--- src/rtl/cop_flag_ctrl.sv ---
module cop_flag_ctrl #(
  parameter int MIN_RST_CYCLES = 5
) (
  input  logic       clk,
  input  logic       rst,
  input  logic       host_rd,
  input  logic       host_wr,
  input  logic       cmd_sel,
  input  logic       end_ack_n,
  input  logic       svc_ack_n,
  input  logic       cmd_start,
  input  logic       cmd_done,
  input  logic       cmd_svc_bit,
  input  logic       err_div0,
  input  logic       err_ovf,
  input  logic       err_unf,
  output logic [7:0] status_out,
  output logic       end_flag,
  output logic       svc_req,
  output logic       err_flag,
  output logic       rst_short
);
  localparam int CW = $clog2(MIN_RST_CYCLES + 1);
  localparam logic [CW-1:0] CMAX = CW'(MIN_RST_CYCLES);

  logic [2:0]    err_bits;
  logic [2:0]    err_evt;
  logic          busy, svc_en, rst_q;
  logic [CW-1:0] rst_cnt;
  logic          stat_rd;

  assign stat_rd  = host_rd && cmd_sel;
  assign err_evt  = {err_unf, err_ovf, err_div0};
  assign err_flag = |err_bits;
  assign status_out = stat_rd ? {busy, svc_en, 3'b000, err_bits} : 8'h00;

  always_ff @(posedge clk) begin
    rst_q <= rst;
    if (rst) begin
      rst_short <= 1'b0;
      if (rst_q) rst_cnt <= (rst_cnt == CMAX) ? CMAX : rst_cnt + 1'b1;
      else       rst_cnt <= CW'(1);
    end else if (rst_q) begin
      rst_short <= (rst_cnt < CMAX);
    end
  end

  always_ff @(posedge clk) begin
    if (rst) begin
      end_flag <= 1'b0;
      svc_req  <= 1'b0;
      err_bits <= 3'b000;
      busy     <= 1'b0;
      svc_en   <= 1'b0;
    end else begin
      if (cmd_done)                               end_flag <= 1'b1;
      else if (host_rd || host_wr || !end_ack_n) end_flag <= 1'b0;

      if (cmd_done)        svc_req <= cmd_svc_bit;
      else if (!svc_ack_n) svc_req <= 1'b0;

      err_bits <= err_evt | (stat_rd ? 3'b000 : err_bits);

      if (cmd_done)       busy <= 1'b0;
      else if (cmd_start) busy <= 1'b1;

      if (cmd_start) svc_en <= cmd_svc_bit;
    end
  end

  a_r3_end_set: assert property (@(posedge clk) disable iff (rst)
    cmd_done |=> end_flag);
  a_r3_end_clear: assert property (@(posedge clk) disable iff (rst)
    (!cmd_done && (host_rd || host_wr || !end_ack_n)) |=> !end_flag);
  a_r5_svc_follows_bit: assert property (@(posedge clk) disable iff (rst)
    cmd_done |=> (svc_req == $past(cmd_svc_bit)));
  a_r6_svc_ack: assert property (@(posedge clk) disable iff (rst)
    (!cmd_done && !svc_ack_n) |=> !svc_req);
  a_r7_err_set: assert property (@(posedge clk) disable iff (rst)
    (err_div0 || err_ovf || err_unf) |=> err_flag);
  a_r8_err_clear: assert property (@(posedge clk) disable iff (rst)
    (stat_rd && !(err_div0 || err_ovf || err_unf)) |=> !err_flag);
  a_r10_busy_done: assert property (@(posedge clk) disable iff (rst)
    cmd_done |=> !status_out[7] || !stat_rd);
  a_r9_idle_zero: assert property (@(posedge clk) disable iff (rst)
    !stat_rd |-> (status_out == 8'h00));
endmodule

--- config.mk ---
export PLATFORM = sky130hd
export DESIGN_NAME = cop_flag_ctrl
export DESIGN_NICKNAME = d
export VERILOG_FILES = /design/src/rtl/cop_flag_ctrl.sv
export SDC_FILE = /design/constraint.sdc
export NUM_CORES = 1
export LEC_CHECK = 0
export BUFFER_PORTS_ARGS = -buffer_cell sky130_fd_sc_hd__buf_2
export CORE_AREA = 2 2 39 41
export DETAILED_ROUTE_END_ITERATION = 10
export DIE_AREA = 0 0 41 43
export GPL_TIMING_DRIVEN = 0
export PLACE_DENSITY = 0.8
export SETUP_SLACK_MARGIN = 0.1
export SLEW_MARGIN = 5
export SYNTH_ARGS = -nofsm -noshare
export SYNTH_HDL_FRONTEND = slang
export SYNTH_SLANG_ARGS = --single-unit
--- constraint.sdc ---
create_clock -name clk -period 1.6 [get_ports clk]
set_input_delay 0.32 -clock clk [delete_from_list [all_inputs] [get_ports clk]]
set_output_delay 0.32 -clock clk [all_outputs]
set_load 0.01 [all_outputs]
Yosys cells after proc, flatten, opt, wreduce, memory -nomap -nowiden
Index checks and enable logic that the tools add are counted.
{"block": "word_totals", "ram_bits": 0, "in_bits": 13, "mem_count": 0, "output_inout_bits": 12, "register_bits": 12, "elab_cells": 30, "latchBits": 0, "mem_bits_ro": 0}
{"block": "classes", "n_eq_ne": 2, "multipliers": 0, "n_reduce_logical": 8, "shifts": 0, "addsub": 1, "bitwise_logic": 2, "n_div": 0, "muxes": 7, "magnitude_cmp": 1}
{"op": "$mux 8", "count": 1}
{"op": "$mux 3", "count": 2}
{"op": "$mux 1", "count": 4}
{"op": "$reduce_or 2->1", "count": 2}
{"op": "$add 3x1->3 const B", "count": 1}
{"op": "$eq 3x3->1 const B", "count": 1}
{"op": "$lt 3x3->1 const B", "count": 1}
{"op": "$or 3x3->3", "count": 1}
{"op": "$reduce_or 3->1", "count": 1}
{"op": "$logic_or 1x1->1", "count": 2}
{"op": "$ne 2x1->1 const B", "count": 1}
{"op": "$reduce_bool 2->1", "count": 1}
{"op": "$logic_and 1x1->1", "count": 1}
{"op": "$logic_not 1->1", "count": 1}
{"op": "$not 1->1", "count": 1}

Depth between registers and ports, before layout
Gate-level depths: netlist of run 1.
{"block": "depth", "word_depth": 4, "depth_mapped": 4, "ltp_nobuf": 4}

Worst setup path before layout of run 1
Ideal clock, no wire load.
{"block": "synth_timing", "path_type": "reg-to-reg", "startpoint": "register rst_cnt[0]", "endpoint": "register rst_cnt[1], data pin", "required_ps": 1345, "setup_slack_ps": 504, "setup_ps": 255, "path_stages_with_launch": 3, "arrival_ps": 841, "synth_period_minus_slack_ps": 1096, "n_path_buf": 0, "cell_sequence": "edfxtp_1 > ha_1 > and3b_1"}
{"block": "synth_between", "elab_chain_len": 2, "elab_cells_between_ends": 3, "cone_classes": "add/sub (1); eq/ne (1); reduce/logical (1)"}
{"item": "from (decl)", "line": "29", "rtl": "logic [CW-1:0] rst_cnt;"}
{"item": "from (signal assigned)", "line": "41", "rtl": "if (rst_q) rst_cnt <= (rst_cnt == CMAX) ? CMAX : rst_cnt + 1'b1;"}
{"item": "parallel branches: the longest is 2 deep, another holds $add 3x1->3"}
Parallel ways; which one is timed is not known.
A chain may end at the register's enable or synchronous reset.

Worst setup path after layout of run 1
{"block": "layout_timing", "startpoint": "register err_bits[0]", "endpoint": "output err_flag"}
{"block": "layout_between", "elab_chain_len": 1}
{"item": "from (decl)", "line": "26", "rtl": "logic [2:0] err_bits;"}
{"item": "from (signal assigned)", "line": "62", "rtl": "err_bits <= err_evt | (stat_rd ? 3'b000 : err_bits);"}
{"item": "$reduce_or 3->1", "line": "34", "rtl": "assign err_flag = |err_bits;"}
{"item": "to (decl)", "line": "20", "rtl": "output logic err_flag,"}
Every way passes these cells.

==> summary.md, run 1 <==
| Metric | Value |
|---|---|
| Status | `completed` |
| Power per standard cell area | `940 nW/um^2` |
| Cell accounting for the most synthesized area | `dfxtp_1` |
| CTS resizes | `0` |
| Setup Skew | `0.000634 ns` |
| Initial core utilization | `0.388` |
| Area delta synth->final | `31.5%` |
| Register area share after synthesis | `0.503` |
| EDFF count, synth | `3` |
| DIE WIDTH | `41 um` |
| Initial DRC count | `2` |
| Final ANT Viol Nets | `0` |
| Vias in the first global route | `453` |
| Routed wire length | `993 um` |
| Die height | `43 um` |
| Final Hold Fails | `0` |
| Worst skew pair latency | `0.26 ns` |
| Final setup margin | `0.205 ns` |
| FF-to-FF End | `rst_cnt[2]$_SDFFCE_PN0P_` |
| Total track usage | `0.143` |
| Mapped cell area | `537 sq um` |
| Synth Instances | `50` |
| Type of the worst min-delay path | `input port to register` |
| Setup crit end | `err_flag` |
| LEAKAGE | `0.375 nW` |
| CTS Hold Bufs | `0` |
| DP Worst Slack | `0.417 ns` |
| PortBufs | `21` |
| Bufs on Longest Clock Path | `2` |
| Total design power | `663 uW` |
| DR WL/cell | `10.7 um` |
| Most frequent cells in the layout | `buf_2, dfxtp_1, and3_2` |
| Worst Path Max Fanout | `3` |
| Num CTS Buffers | `3` |
| Tmin final | `1.40 ns` |
| Arr. time, crit path | `1.08 ns` |
| Pin count of the biggest net entering global routing | `13` |
| Clock-pin slew on the worst setup and hold paths | `0.07 ns` |
| Synth Register Bits | `12` |
| Number of diodes | `0` |
| RR Startpoint | `rst_cnt[0]$_SDFFCE_PP1P_` |
| R2R depth | `3` |
| Total gr overflow | `0` |
| GP Congestion | `0.722` |
| Part of the cycle the worst path needs | `0.872` |
| Max cap viols | `0` |
| CTS tree | `yes` |
| Distinct cell type count after synthesis | `25` |
| Ys flop type | `dfxtp_1` |
| DRC Markers | `0` |
| Total negative slack | `0 ns` |
| Final Core Density | `0.510` |
| CP endpoint kind | `output port` |
| VDD IR max | `0.000577 V` |
| Slew Limit Fails | `0` |
| Syn Area/Cell | `10.7 sq um` |
| Routed vias/inst | `4.74` |
| # setup viols final | `0` |
| Layout Nets | `93` |
| H-tree depth | `1` |
| First-pass DRT Iterations | `3` |
| Unrepaired setup endpoints after global routing | `no` |
| Row count | `14` |
| Vias | `441` |
| Initial antenna violation count | `0` |
| Ys async rst share | `0` |
| Most common cell after layout, fill and taps aside | `buf_2` |
| Die Area | `1760 sq um` |
| Critical path startpoint category | `register` |
| Core Box Area | `1380 sq um` |
| Worst EP required | `1.28 ns` |
| R2R Setup Slk | `0.41 ns` |
| Kind of critical path | `register to output port` |
| Global-route wire length before repair | `1.71 mm` |
| CP Launch Point | `err_bits[0]$_SDFF_PP0_` |
| Synth Warn # | `0` |
| Share of cells above drive strength 1 | `0.455` |
| CTS Root Cell | `clkbuf_4` |
| Synth top area share | `0.336` |
| Clock sinks | `12` |
| I/O Pins | `25` |
| Synth top area cells | `dfxtp_1, edfxtp_1, and3_2` |
| Post-CTS setup buffer count | `0` |
| Peak Freq | `0.717 GHz` |
| Hpwl dp | `790 um` |
-- routing by layer --
metal | GRT usage | part of all wire | vias up
met5 | 0 | 0 | -
met3 | 0.0471 | 0.043 | 0
met1 | 0.173 | 0.45 | 207
met2 | 0.222 | 0.51 | 8
met4 | 0.0600 | 0 | 0
li1 | - | - | 226
-- kinds of logic (layout without fill, tap and decap cells) --
family,count (synthesis),after routing,synth area share
AND/OR/NAND/NOR,17,17,0.205
AO/OA/AOI/OAI,11,11,0.156
buffers and inverters,6,31,0.0629
other,1,3,0.00699
flip-flops,12,12,0.503
multiplexers,1,1,0.0186
adder cells (fa/ha/maj),2,2,0.0466
-- final cells by class --
cell class | count | area [sq um]
fillers | 127 | 678
inverters | 3 | 11.3
plain buffers | 3 | 22.5
repair buffers | 21 | 105
clock buffers | 4 | 36.3
flip-flops and latches | 12 | 270
multi-input cells | 34 | 240
well taps | 16 | 20.0
-- flip-flops by register name, summed over array words and instances (netlist names) --
signal	cells
rst_cnt	3
svc_req	1
svc_en	1
busy	1
rst_short	1
rst_q	1
err_bits	3
end_flag	1
-- through the flow --
step                      instance area, sq um  instances  hold WS, ns
after floorplan                            544         52        0.348
after global placement                     669         89        0.463
after detailed placement                   669         89        0.471
after CTS                                  706         93        0.254
after global routing                       706         93        0.257
final                                      706         93        0.260
-- report_power, final --
part           internal [mW]  switching [mW]  total [mW]  leakage [nW]
logic                 0.0465          0.0416      0.0881         0.250
registers              0.332          0.0131       0.345         0.104
clock network          0.138          0.0922       0.230        0.0210
total                  0.516           0.147       0.663         0.375
-- cell usage after synthesis (2+ instances only) --
master,number
a21boi_0,2
a21oi_1,2
and3_2,5
buf_4,3
dfxtp_1,9
edfxtp_1,3
ha_1,2
inv_1,3
nand2_1,2
nor2_1,3
o21ba_1,2
-- worst min-delay path by stage --
stage | start | end | slack (ns) | cells past startpoint
after global routing | cmd_done | busy$_SDFFE_PP0P_ | 0.26 | 2
after global placement | busy$_SDFFE_PP0P_ | busy$_SDFFE_PP0P_ | 0.46 | 2
after detailed placement | busy$_SDFFE_PP0P_ | busy$_SDFFE_PP0P_ | 0.47 | 2
after floorplan | rst | rst_q$_DFF_P_ | 0.35 | 0
final | cmd_done | busy$_SDFFE_PP0P_ | 0.26 | 2
after CTS | cmd_done | busy$_SDFFE_PP0P_ | 0.25 | 2
-- worst max-delay path, stage by stage, from the launching register on --
cell	delay (ns)
dfxtp_1	0.31
or3_1	0.36
buf_2	0.14
(Power assumes the default switching activity.)
==> run 2, diff against run 1 <==
Settings changed: REMOVE_ABC_BUFFERS from default to 1.
==> run 2 against run 1 <==
Net effect:
- total power fell by 7.0%
- register-to-register slack better by 0.02 ns
- clock power fell by 17%
- via count decreased by 3.9%
- clock skew increased by 0.0060 ns
- first-iteration DRC count rose to 3.0 times the previous value
- die area is the same
- global-route usage is 1.8 points lower
- cell count down 3.2%
==> summary.md, run 2 (same netlist as run 1, synthesis figures left out) <==
| Metric | Value |
|---|---|
| Unrepaired setup endpoints after global routing | `no` |
| Tmin final | `1.40 ns` |
| Type of the worst min-delay path | `input port to register` |
| Initial core utilization | `0.388` |
| Slew Limit Fails | `0` |
| GP Congestion | `0.615` |
| Die Area | `1760 sq um` |
| Worst Path Max Fanout | `3` |
| CP endpoint kind | `output port` |
| Most frequent cells in the layout | `buf_2, dfxtp_1, and3_2` |
| DIE WIDTH | `41 um` |
| # setup viols final | `0` |
| Most common cell after layout, fill and taps aside | `buf_2` |
| Vias in the first global route | `377` |
| Area delta synth->final | `25.4%` |
| Placed cell areas | `647 sq um` |
| Final Hold Fails | `0` |
| CTS resizes | `0` |
| Arr. time, crit path | `1.08 ns` |
| Status | `completed` |
| Critical path startpoint category | `register` |
| Layout Nets | `90` |
| Vias | `424` |
| H-tree depth | `1` |
| Min Hold Slack | `0.260 ns` |
| Largest regs | `err_bits x3, rst_cnt x3` |
| Global-route wire length before repair | `1.51 mm` |
| Fin area | `673 sq um` |
| Num CTS Buffers | `3` |
| CTS Root Cell | `clkbuf_4` |
| Kind of critical path | `register to output port` |
| Number of diodes | `0` |
| Final Core Density | `0.486` |
| Worst EP required | `1.28 ns` |
| Part of the cycle the worst path needs | `0.875` |
| DR WL/cell | `10.3 um` |
| DRC Markers | `0` |
| Initial antenna violation count | `0` |
| Peak Freq | `0.714 GHz` |
| Total track usage | `0.125` |
| Power per standard cell area | `916 nW/um^2` |
| Total gr overflow | `0` |
| VDD IR max | `0.000476 V` |
| Routed vias/inst | `4.71` |
| First-pass DRT Iterations | `4` |
| Total design power | `617 uW` |
| CTS tree | `yes` |
| I/O Pins | `25` |
| Routed wire length | `928 um` |
| Die height | `43 um` |
| Clock sinks | `12` |
| PortBufs | `21` |
| Max cap viols | `0` |
| Total negative slack | `0 ns` |
| Hpwl dp | `703 um` |
| Core Box Area | `1380 sq um` |
| Post-CTS setup buffer count | `0` |
| Setup Skew | `0.00667 ns` |
| LEAKAGE | `0.353 nW` |
| Worst skew pair latency | `0.26 ns` |
| FILL cells | `144` |
| Final ANT Viol Nets | `0` |
| Clock-pin slew on the worst setup and hold paths | `0.08 ns` |
| Pin count of the biggest net entering global routing | `13` |
| Share of cells above drive strength 1 | `0.419` |
| Bufs on Longest Clock Path | `2` |
| CTS Hold Bufs | `0` |
| Row count | `14` |
| Initial DRC count | `6` |
run 2: cell count changes in the layout (fill, tap and decap cells not counted), sizes merged:
cell	change
buf	-3
run 2: layer usage:
| metal | wire, um | part of all wire | vias up | track usage |
|---|---|---|---|---|
| met5 | 0 | 0 | - | 0 |
| met4 | 0 | 0 | 0 | 0.0600 |
| met3 | 53 | 0.057 | 0 | 0.0471 |
| met2 | 482 | 0.52 | 12 | 0.172 |
| met1 | 392 | 0.42 | 190 | 0.168 |
| li1 | - | - | 222 | - |
run 2: worst max-delay path: stages, from the launching register on:
cell	delay, ns
dfxtp_1	0.32
or3_1	0.35
buf_2	0.14
run 2: path summary, 6_finish.rpt:
path | start | endpoint | slack [ns] | cells after the start
worst max-delay path | err_bits[0]$_SDFF_PP0_ | err_flag | 0.20 | 2
worst min register to register | busy$_SDFFE_PP0P_ | busy$_SDFFE_PP0P_ | 0.48 | 2
worst min-delay path | cmd_done | busy$_SDFFE_PP0P_ | 0.26 | 2
worst max register to register | rst_cnt[0]$_SDFFCE_PP1P_ | rst_cnt[1]$_SDFFCE_PP0P_ | 0.43 | 2
run 2: area by class of cell:
type | count | area [sq um] | area share
well taps | 16 | 20.0 | 0.0297
repair buffers | 21 | 105 | 0.156
multi-input cells | 34 | 240 | 0.357
inverters | 3 | 11.3 | 0.0167
clock buffers | 4 | 26.3 | 0.0390
flip-flops and latches | 12 | 270 | 0.401
run 2: power breakdown:
group | total (mW) | internal, mW | switching (mW)
registers | 0.344 | 0.332 | 0.0125
logic | 0.0814 | 0.0420 | 0.0394
clock network | 0.191 | 0.0962 | 0.0948
run 2: per-stage QoR:
step | setup WS (ns) | std cells
after global placement | 0.473 | 86
after CTS | 0.191 | 90
after floorplan | 0.504 | 49
after detailed placement | 0.451 | 86
after global routing | 0.122 | 90
final | 0.200 | 90
